$ cat src/rtl/xing_pkg.sv
package xing_pkg;

    localparam int LAMP_W  = 2;
    localparam int PHASE_N = 4;
    localparam int BIN_W   = $clog2(PHASE_N);

    typedef logic [LAMP_W-1:0] lamp_t;

    localparam lamp_t LAMP_GRN = 2'b00;
    localparam lamp_t LAMP_YEL = 2'b01;
    localparam lamp_t LAMP_RED = 2'b10;

    typedef enum logic [BIN_W-1:0] {
        PH_AGRN = 2'd0,
        PH_AYEL = 2'd1,
        PH_BGRN = 2'd2,
        PH_BYEL = 2'd3
    } phase_e;

endpackage

$ cat src/rtl/xing_core_bin.sv
module xing_core_bin
    import xing_pkg::*;
(
    input  logic   clk,
    input  logic   rst,
    input  logic   sense_a,
    input  logic   sense_b,
    output phase_e phase
);

    logic [BIN_W-1:0] st_q;
    logic [BIN_W-1:0] st_d;

    // Next state, written out in terms of the two state bits.
    always_comb begin
        st_d[1] = st_q[1] ^ st_q[0];
        st_d[0] = (~st_q[1] & ~st_q[0] & ~sense_a) |
                  ( st_q[1] & ~st_q[0] & ~sense_b);
    end

    always_ff @(posedge clk) begin
        if (rst) st_q <= BIN_W'(PH_AGRN);
        else     st_q <= st_d;
    end

    assign phase = phase_e'(st_q);

endmodule

$ cat src/rtl/xing_core_onehot.sv
module xing_core_onehot
    import xing_pkg::*;
(
    input  logic   clk,
    input  logic   rst,
    input  logic   sense_a,
    input  logic   sense_b,
    output phase_e phase
);

    localparam logic [PHASE_N-1:0] OH_AGRN = PHASE_N'(1) << PH_AGRN;
    localparam logic [PHASE_N-1:0] OH_AYEL = PHASE_N'(1) << PH_AYEL;
    localparam logic [PHASE_N-1:0] OH_BGRN = PHASE_N'(1) << PH_BGRN;
    localparam logic [PHASE_N-1:0] OH_BYEL = PHASE_N'(1) << PH_BYEL;

    logic [PHASE_N-1:0] oh_q;
    logic [PHASE_N-1:0] oh_d;

    always_comb begin
        unique case (oh_q)
            OH_AGRN: oh_d = sense_a ? OH_AGRN : OH_AYEL;
            OH_AYEL: oh_d = OH_BGRN;
            OH_BGRN: oh_d = sense_b ? OH_BGRN : OH_BYEL;
            OH_BYEL: oh_d = OH_AGRN;
            default: oh_d = OH_AGRN;   // any illegal pattern recovers to A green
        endcase
    end

    always_ff @(posedge clk) begin
        if (rst) oh_q <= OH_AGRN;
        else     oh_q <= oh_d;
    end

    always_comb begin
        unique case (oh_q)
            OH_AYEL: phase = PH_AYEL;
            OH_BGRN: phase = PH_BGRN;
            OH_BYEL: phase = PH_BYEL;
            default: phase = PH_AGRN;
        endcase
    end

endmodule

$ cat src/rtl/xing_lamp_decode.sv
module xing_lamp_decode
    import xing_pkg::*;
(
    input  phase_e phase,
    output lamp_t  light_a,
    output lamp_t  light_b
);

    always_comb begin
        unique case (phase)
            PH_AGRN: begin light_a = LAMP_GRN; light_b = LAMP_RED; end
            PH_AYEL: begin light_a = LAMP_YEL; light_b = LAMP_RED; end
            PH_BGRN: begin light_a = LAMP_RED; light_b = LAMP_GRN; end
            PH_BYEL: begin light_a = LAMP_RED; light_b = LAMP_YEL; end
        endcase
    end

endmodule

$ cat src/rtl/xing_ctrl.sv
module xing_ctrl
    import xing_pkg::*;
#(
    parameter bit ONE_HOT = 1'b0
) (
    input  logic              clk,
    input  logic              rst,
    input  logic              sense_a,
    input  logic              sense_b,
    output logic [LAMP_W-1:0] light_a,
    output logic [LAMP_W-1:0] light_b
);

    phase_e phase;

    generate
        if (ONE_HOT) begin : g_onehot
            xing_core_onehot u_core (
                .clk     (clk),
                .rst     (rst),
                .sense_a (sense_a),
                .sense_b (sense_b),
                .phase   (phase)
            );
        end else begin : g_binary
            xing_core_bin u_core (
                .clk     (clk),
                .rst     (rst),
                .sense_a (sense_a),
                .sense_b (sense_b),
                .phase   (phase)
            );
        end
    endgenerate

    xing_lamp_decode u_decode (
        .phase   (phase),
        .light_a (light_a),
        .light_b (light_b)
    );

endmodule

$ cat config.mk
export PLATFORM = sky130hd
export DESIGN_NAME = xing_ctrl
export DESIGN_NICKNAME = d
export VERILOG_FILES = /design/src/rtl/xing_pkg.sv /design/src/rtl/xing_core_bin.sv /design/src/rtl/xing_core_onehot.sv /design/src/rtl/xing_lamp_decode.sv /design/src/rtl/xing_ctrl.sv
export SDC_FILE = /design/constraint.sdc
export NUM_CORES = 1
export LEC_CHECK = 0
export ABC_AREA = 1
export ABC_CLOCK_PERIOD_IN_PS = 1960
export BUFFER_PORTS_ARGS = -buffer_cell sky130_fd_sc_hd__buf_2
export CORE_AREA = 2 2 39 41
export CTS_CLUSTER_SIZE = 40
export DETAILED_ROUTE_END_ITERATION = 8
export DIE_AREA = 0 0 41 43
export GPL_TIMING_DRIVEN = 0
export PLACE_DENSITY_LB_ADDON = 0.3
export SLEW_MARGIN = 20
export SYNTH_ARGS = -nofsm -noshare
export SYNTH_HDL_FRONTEND = slang
export SYNTH_SLANG_ARGS = --single-unit
$ cat constraint.sdc
create_clock -name clk -period 1.96 [get_ports clk]
set_input_delay 0.196 -clock clk [delete_from_list [all_inputs] [get_ports clk]]
set_output_delay 0.196 -clock clk [all_outputs]
set_load 0.05 [all_outputs]
; Yosys cells after proc, flatten, opt, wreduce, memory -nomap -nowiden
; Index checks and enable logic that the tools add are counted.
[totals]
wordCells = 19
ff_bits = 2
inputBits = 4
out_inout_bits = 4
[op_classes]
n_mux = 2
n_eq_ne = 3
bitwise_logic = 10
reduce_logical = 3
[ops]
columns = cell, n
row1 = one-hot mux 2 bit (3 select lines), 2
row2 = AND 1 bit, 4
row3 = equality test 2 bit (second input constant), 2
row4 = NOT 1 bit, 4
row5 = OR reduction 2 bit, 2
row6 = equality test 2 x 1 -> 1 bit (second input constant), 1
row7 = zero test 2 bit, 1
row8 = bitwise OR 1 bit, 1
row9 = bitwise XOR 1 bit, 1

; Longest topological paths before layout
; Gate-level depths: netlist of run 1.
[logic_depth]
depth_word = 4
depth_mapped = 4

; Hierarchy
; From an unflattened synthesis of run 1, not the netlist that was laid out.
[hier_totals]
hier_cells = 19
area_unflattened_um2 = 126.4
[modules_own_cells]
columns = mod, n_inst, area_each_um2, seq_area_each_um2, cells_each
row1 = xing_core_bin, 1, 103.8, 40.0, 13
row2 = xing_lamp_decode, 1, 22.5, 0.0, 6

; Least setup slack after synthesis of run 1
; OpenSTA, ideal clock, no wires.
[synth_path]
path_type = register -> output
startpoint = register g_binary.u_core.st_q[0], in the netlist g_binary.u_core.phase[0]
endpoint = output light_a[1]
arrival_time_ns = 1.920
setup_slack_ns = -0.156
path_stages_with_launch = 4
required_ns = 1.764
path_cell_list = dfxtp_1 ha_1 nor2_1 inv_1
[synth_via]
elab_chain_cells = 3
elab_cells_between_ends = 6
cone_classes = eq/ne (3) / mux (1) / reduce/logical (2)
[synth_rtl]
columns = element, line_no
row1 = from (decl), xing_core_bin.sv:11  ; logic [BIN_W-1:0] st_q;
row2 = from (signal assigned), xing_core_bin.sv:22  ; if (rst) st_q <= BIN_W'(PH_AGRN);
row3 = from (signal assigned), xing_core_bin.sv:23  ; else st_q <= st_d;
row4 = equality test 2 bit, xing_lamp_decode.sv:10  ; unique case (phase)
row5 = OR reduction 2 bit (no source line), -
row6 = one-hot mux 2 bit (3 select lines) (*), xing_lamp_decode.sv:10
row7 = to (decl), xing_ctrl.sv:10  ; output logic [LAMP_W-1:0] light_a,
; Mark *: on every way between the ends. The rest lies on a longest branch, timed or not.

; Worst setup path after layout of run 1
[layout_path]
startpoint = register g_binary.u_core.st_q[0], in the netlist g_binary.u_core.phase[0]
endpoint = output light_b[1]
[layout_via]
elab_chain_cells = 3
elab_cells_between_ends = 6
cone_classes = eq/ne (3) / mux (1) / reduce/logical (2)
[layout_rtl]
columns = element, line_no
row1 = equality test 2 x 1 -> 1 bit / zero test 2 bit (equally long branches), xing_lamp_decode.sv:10
row2 = OR reduction 2 bit (no source line), -
row3 = one-hot mux 2 bit (3 select lines) (*), xing_lamp_decode.sv:10
row4 = to (decl), xing_ctrl.sv:11  ; output logic [LAMP_W-1:0] light_b
; Marks and branches as above.

==> impl_metrics.py, run 1 <==
metrics = {
    "cells_and_area": {
        "antenna_cells": 0,
        "drive_gt1_frac": 0.444,
        "syn_to_final_growth_pct": 58.7,
        "final_core_util": 0.156,
        "final_cells": 43,
        "largest_reg_flops": 2,
        "fill_cells": 158,
        "final_nets": 37,
        "layout_common_cells": "buf_2 (7), inv_1 (6), ha_1 (4)",
        "final_common_cell": "buf_2",
        "finalInstanceArea_um2": 216,
    },
    "run": {
        "max_cap_violations": 0,
    },
    "placed_design": {
        "placed_cells": 40,
        "dp_hpwl_um": 204,
        "place_area_um2": 194,
        "place.gp.congestion": 0.547,
        "portBuffers": 7,
    },
    "clock_tree": {
        "clk_pin_slew_ns": 0.03,
        "cts_tree": "yes",
        "htreeDepth": 1,
        "insertion_delay_ns": 0.23,
        "ctsResizeCount": 0,
        "post_cts_buffers": 0,
        "numCtsBuffers": 3,
        "cts-hold-fix-buffers": 0,
        "root_buffer": "clkbuf_4",
        "cts.sinks": 2,
        "cts-root-to-sink-buffers": 2,
    },
    "hold_path": {
        "hp-class": "input pin to register",
    },
    "setup_path": {
        "start_kind": "register",
        "crit_chain": "inv_1, ha_1, nor2_2, buf_2",
        "cp.required_ns": 1.76,
        "end_kind": "primary output",
        "cp_slowest_cell": "dfxtp_1",
        "worstSetupPathType": "register to primary output",
        "path_buf_inv": 2,
        "arrival_ns": 1.21,
        "cp_slowest_stage_delay_ns": 0.35,
        "path_delay_family": "flip-flops",
        "path_max_fanout": 3,
    },
    "floorplan": {
        "dieArea_um2": 1760,
        "ioPinCount": 8,
        "num_rows": 14,
        "die_y_um": 43,
        "core_area_um2": 1380,
        "start_util": 0.0986,
        "die_w_um": 41,
    },
    "detailed_routing": {
        "ant_nets": 0,
        "drt_iter0_markers": 1,
        "drc_errors": 0,
        "wl_per_cell_um": 6.23,
        "vias_per_cell": 2.77,
        "first_pass_iters": 2,
        "vias": 119,
        "routed_wl_um": 268,
    },
    "sta": {
        "rsz0062_at_grt": "false",
        "skew_ns": 0.00410,
        "period_needed_ns": 1.41,
        "worstMarginPinSlew_ns": 0.250,
        "setup_viol": 0,
        "max_slew_margin": 0.834,
        "timing.setup.tns_ns": 0,
        "clock.fmax_mhz": 711,
        "hold_viol_final": 0,
        "period_share": 0.718,
        "drv_slew": 0,
    },
    "status": {
        "status": "completed",
    },
    "logic_synthesis": {
        "netlist_area_um2": 136,
        "ys_ff_latch": 2,
        "synth_top_area_frac": 0.367,
        "netlist_top_cells_area": "ha_1 (37%), dfxtp_1 (29%), inv_1 (17%)",
        "ys_seq_area_frac": 0.294,
        "yosysWarningCount": 0,
        "syn_avg_cell_area_um2": 8.02,
        "synthCells": 17,
        "yosys.area.top_type": "ha_1",
        "synth_nets": 25,
        "yosysUniqueCellTypes": 6,
    },
    "pwr": {
        "powerDensity_nw_per_um2": 981,
        "total_power_w": 0.000212,
        "p_leak_nw": 0.127,
        "irDropWorstVdd_mv": 0.231,
    },
    "grt": {
        "use_met3": 0.0471,
        "overflow": 0,
        "antenna_found_initial": 0,
        "top_usage_layer": "met4",
        "grt_max_degree": 4,
        "grt_use_met1": 0.0511,
        "met2_usage": 0.0313,
        "grt_pass1_vias": 108,
        "grt_pass1_wl_um": 414,
        "grt_usage": 0.0441,
    },
}
[routing by layer]
metal  wire [um]  share of wire
met1         141           0.53
met2          76           0.28
met3          49           0.18
met4           0              0
met5           0              0
[cell families (layout without fill, tap and decap cells)]
| family | after synthesis | in the layout | share of synthesized area |
|---|---|---|---|
| and+or+nand+nor | 4 | 4 | 0.110 |
| buffers and inverters | 6 | 16 | 0.165 |
| DFF | 2 | 2 | 0.294 |
| adders and majority gates | 4 | 4 | 0.367 |
| AOI/OAI and AO/OA | 1 | 1 | 0.0642 |
[worst reg2reg max path: stages (launching register included)]
cell	delay, ns
dfxtp_1	0.35
inv_1	0.07
ha_1	0.29
inv_1	0.05
nor2_1	0.03
[final cells by class]
type / instances / area, um2 / area share
clock buffers: 3 / 22.5 / 0.104
inverters: 6 / 22.5 / 0.104
multi-input cells: 9 / 76.3 / 0.353
flip-flops and latches: 2 / 40.0 / 0.185
well taps: 16 / 20.0 / 0.0925
repair buffers: 7 / 35.0 / 0.162
[power by group]
group	switching, W	internal (W)	total [W]
Sequential	0.00000373	0.0000461	0.0000498
Clock	0.0000249	0.0000677	0.0000926
Combinational	0.0000513	0.0000186	0.0000700
[metrics by stage]
stage | setup WS (ns) | hold WS (ns)
finish | 0.553 | 0.144
CTS | 0.523 | 0.134
floorplan | 0.152 | 0.258
detailed placement | 0.768 | 0.374
global placement | 0.776 | 0.379
global route | 0.427 | 0.136
[cell usage after synthesis]
master   n
dfxtp_1  2
nand2_1  2
a21oi_2  1
nor2_1   2
ha_1     4
inv_1    6
[worst paths after layout]
path / depth (start not counted) / startpoint / slack (ns) / endpoint
worst max-delay path: 4 / g_binary.u_core.phase[0] / 0.55 / light_b[1]
worst min-delay path: 2 / rst / 0.14 / g_binary.u_core.phase[0]
worst max register to register: 4 / g_binary.u_core.phase[0] / 1.06 / g_binary.u_core.phase[1]
worst min register to register: 4 / g_binary.u_core.phase[1] / 0.66 / g_binary.u_core.phase[1]
(Power assumes the default switching activity.)
==> run 2, diff against run 1 <==
--- a/config.mk
+++ b/config.mk
@@ -6,7 +6,7 @@
 export NUM_CORES = 1
 export LEC_CHECK = 0
 export ABC_AREA = 1
-export ABC_CLOCK_PERIOD_IN_PS = 1960
+export ABC_CLOCK_PERIOD_IN_PS = 1500
 export BUFFER_PORTS_ARGS = -buffer_cell sky130_fd_sc_hd__buf_2
 export CORE_AREA = 2 2 39 41
 export CTS_CLUSTER_SIZE = 40
==> constraint.sdc (replaced) <==
create_clock -name clk -period 1.5 [get_ports clk]
set_input_delay 0.15 -clock clk [delete_from_list [all_inputs] [get_ports clk]]
set_output_delay 0.15 -clock clk [all_outputs]
set_load 0.05 [all_outputs]
==> run 2 against run 1 <==
Against the previous run: sequential power rose by 31%; die area did not move; worst setup slack got worse by 0.44 ns; register-to-register slack worse by 0.49 ns; count of clock-buffer cells in the layout unchanged; power up 30%; design area is 3.5% higher; via count rose by 5.0%; cell count unchanged.
==> impl_metrics.py, run 2 (same netlist as run 1, synthesis figures left out) <==
metrics = {
    "status": {
        "status": "completed",
    },
    "placed_design": {
        "place.gp.congestion": 0.588,
        "post-place-ws_ns": 0.335,
        "placed_cells": 40,
        "portBuffers": 7,
    },
    "floorplan": {
        "num_rows": 14,
        "die_y_um": 43,
        "core_area_um2": 1380,
        "ioPinCount": 8,
        "dieArea_um2": 1760,
        "start_util": 0.0986,
        "die_w_um": 41,
    },
    "detailed_routing": {
        "ant_nets": 0,
        "drc_errors": 0,
        "vias_per_cell": 2.91,
        "first_pass_iters": 2,
        "vias": 125,
        "routed_wl_um": 263,
        "wl_per_cell_um": 6.12,
        "drt_iter0_markers": 1,
    },
    "sta": {
        "setup_viol": 0,
        "timing.setup.tns_ns": 0,
        "clock.fmax_mhz": 723,
        "rsz0062_at_grt": "false",
        "period_share": 0.922,
        "fin_ws_ns": 0.117,
        "hold_viol_final": 0,
        "period_needed_ns": 1.38,
        "skew_ns": 0.000590,
        "max_slew_margin": 0.836,
        "drv_slew": 0,
        "worstMarginPinSlew_ns": 0.248,
    },
    "cells_and_area": {
        "antenna_cells": 0,
        "final_cells": 43,
        "multi_input_area_um2": 83.8,
        "largest_reg_flops": 2,
        "layout_common_cells": "buf_2 (7), inv_1 (6), ha_1 (3), clkbuf_4 (3)",
        "fill_cells": 157,
        "final_common_cell": "buf_2",
        "final_nets": 37,
        "drive_gt1_frac": 0.481,
        "syn_to_final_growth_pct": 64.2,
        "final_core_util": 0.162,
        "ff_latch_area_um2": 40.0,
    },
    "grt": {
        "antenna_found_initial": 0,
        "grt_max_degree": 4,
        "grt_pass1_vias": 105,
        "grt_usage": 0.0430,
        "grt_pass1_wl_um": 379,
        "overflow": 0,
    },
    "clock_tree": {
        "htreeDepth": 1,
        "insertion_delay_ns": 0.22,
        "ctsResizeCount": 0,
        "root_buffer": "clkbuf_4",
        "cts-hold-fix-buffers": 0,
        "cts-root-to-sink-buffers": 2,
        "post_cts_buffers": 0,
        "clk_pin_slew_ns": 0.03,
        "numCtsBuffers": 3,
        "cts_tree": "yes",
        "cts.sinks": 2,
    },
    "setup_path": {
        "start_kind": "register",
        "crit_chain": "inv_1, ha_1, nor2_4, buf_2",
        "path_delay_family": "flip-flops",
        "cp_slowest_cell": "dfxtp_1",
        "cp.required_ns": 1.35,
        "end_kind": "primary output",
        "arrival_ns": 1.23,
        "path_buf_inv": 2,
        "worstSetupPathType": "register to primary output",
        "cp_slowest_stage_delay_ns": 0.35,
        "path_max_fanout": 3,
    },
    "pwr": {
        "powerDensity_nw_per_um2": 1230,
        "irDropWorstVdd_mv": 0.299,
        "p_leak_nw": 0.127,
    },
    "hold_path": {
        "hp-class": "input pin to register",
    },
    "run": {
        "max_cap_violations": 0,
    },
}
## run 2: cell counts in the layout (fill, tap and decap cells not counted)
Identical to the previous run, type by type.
## run 2: metal layers
metal / up-vias / global-route usage / routed length, um / part of all wire
li1: 69 / - / - / -
met1: 46 / 0.0414 / 139 / 0.53
met2: 8 / 0.0281 / 69 / 0.26
met3: 2 / 0.0628 / 47 / 0.18
met4: 0 / 0.0600 / 6 / 0.023
met5: - / 0 / 0 / 0
## run 2: worst paths after layout
| check | start | endpoint | slack, ns | depth (start not counted) |
|---|---|---|---|---|
| setup / recovery | g_binary.u_core.phase[0] | light_b[1] | 0.12 | 4 |
| hold / removal | rst | g_binary.u_core.phase[0] | 0.11 | 2 |
| setup reg to reg | g_binary.u_core.phase[0] | g_binary.u_core.phase[0] | 0.57 | 4 |
| hold reg to reg | g_binary.u_core.phase[1] | g_binary.u_core.phase[1] | 0.65 | 4 |
## run 2: area by class of cell
| class | instances | share of cell area |
|---|---|---|
| inverter | 6 | 0.101 |
| clock buffer | 3 | 0.101 |
| sequential | 2 | 0.179 |
| tap | 16 | 0.0894 |
| timing repair buffer | 7 | 0.156 |
| multi-input combinational | 9 | 0.374 |
## run 2: where the power goes
group          switching, W  internal (W)
registers        0.00000509     0.0000602
clock network     0.0000288     0.0000881
logic             0.0000683     0.0000259
total              0.000102      0.000174
## run 2: metrics by stage
step | total power [W] | cell area (um2) | hold slack [ns]
6_report | 0.000276 | 224 | 0.107
2_1_floorplan | 0.000143 | 146 | 0.212
3_5_place_dp | 0.000161 | 201 | 0.336
5_1_grt | 0.000303 | 224 | 0.0972
3_3_place_gp | 0.000161 | 201 | 0.339
4_1_cts | 0.000287 | 224 | 0.100
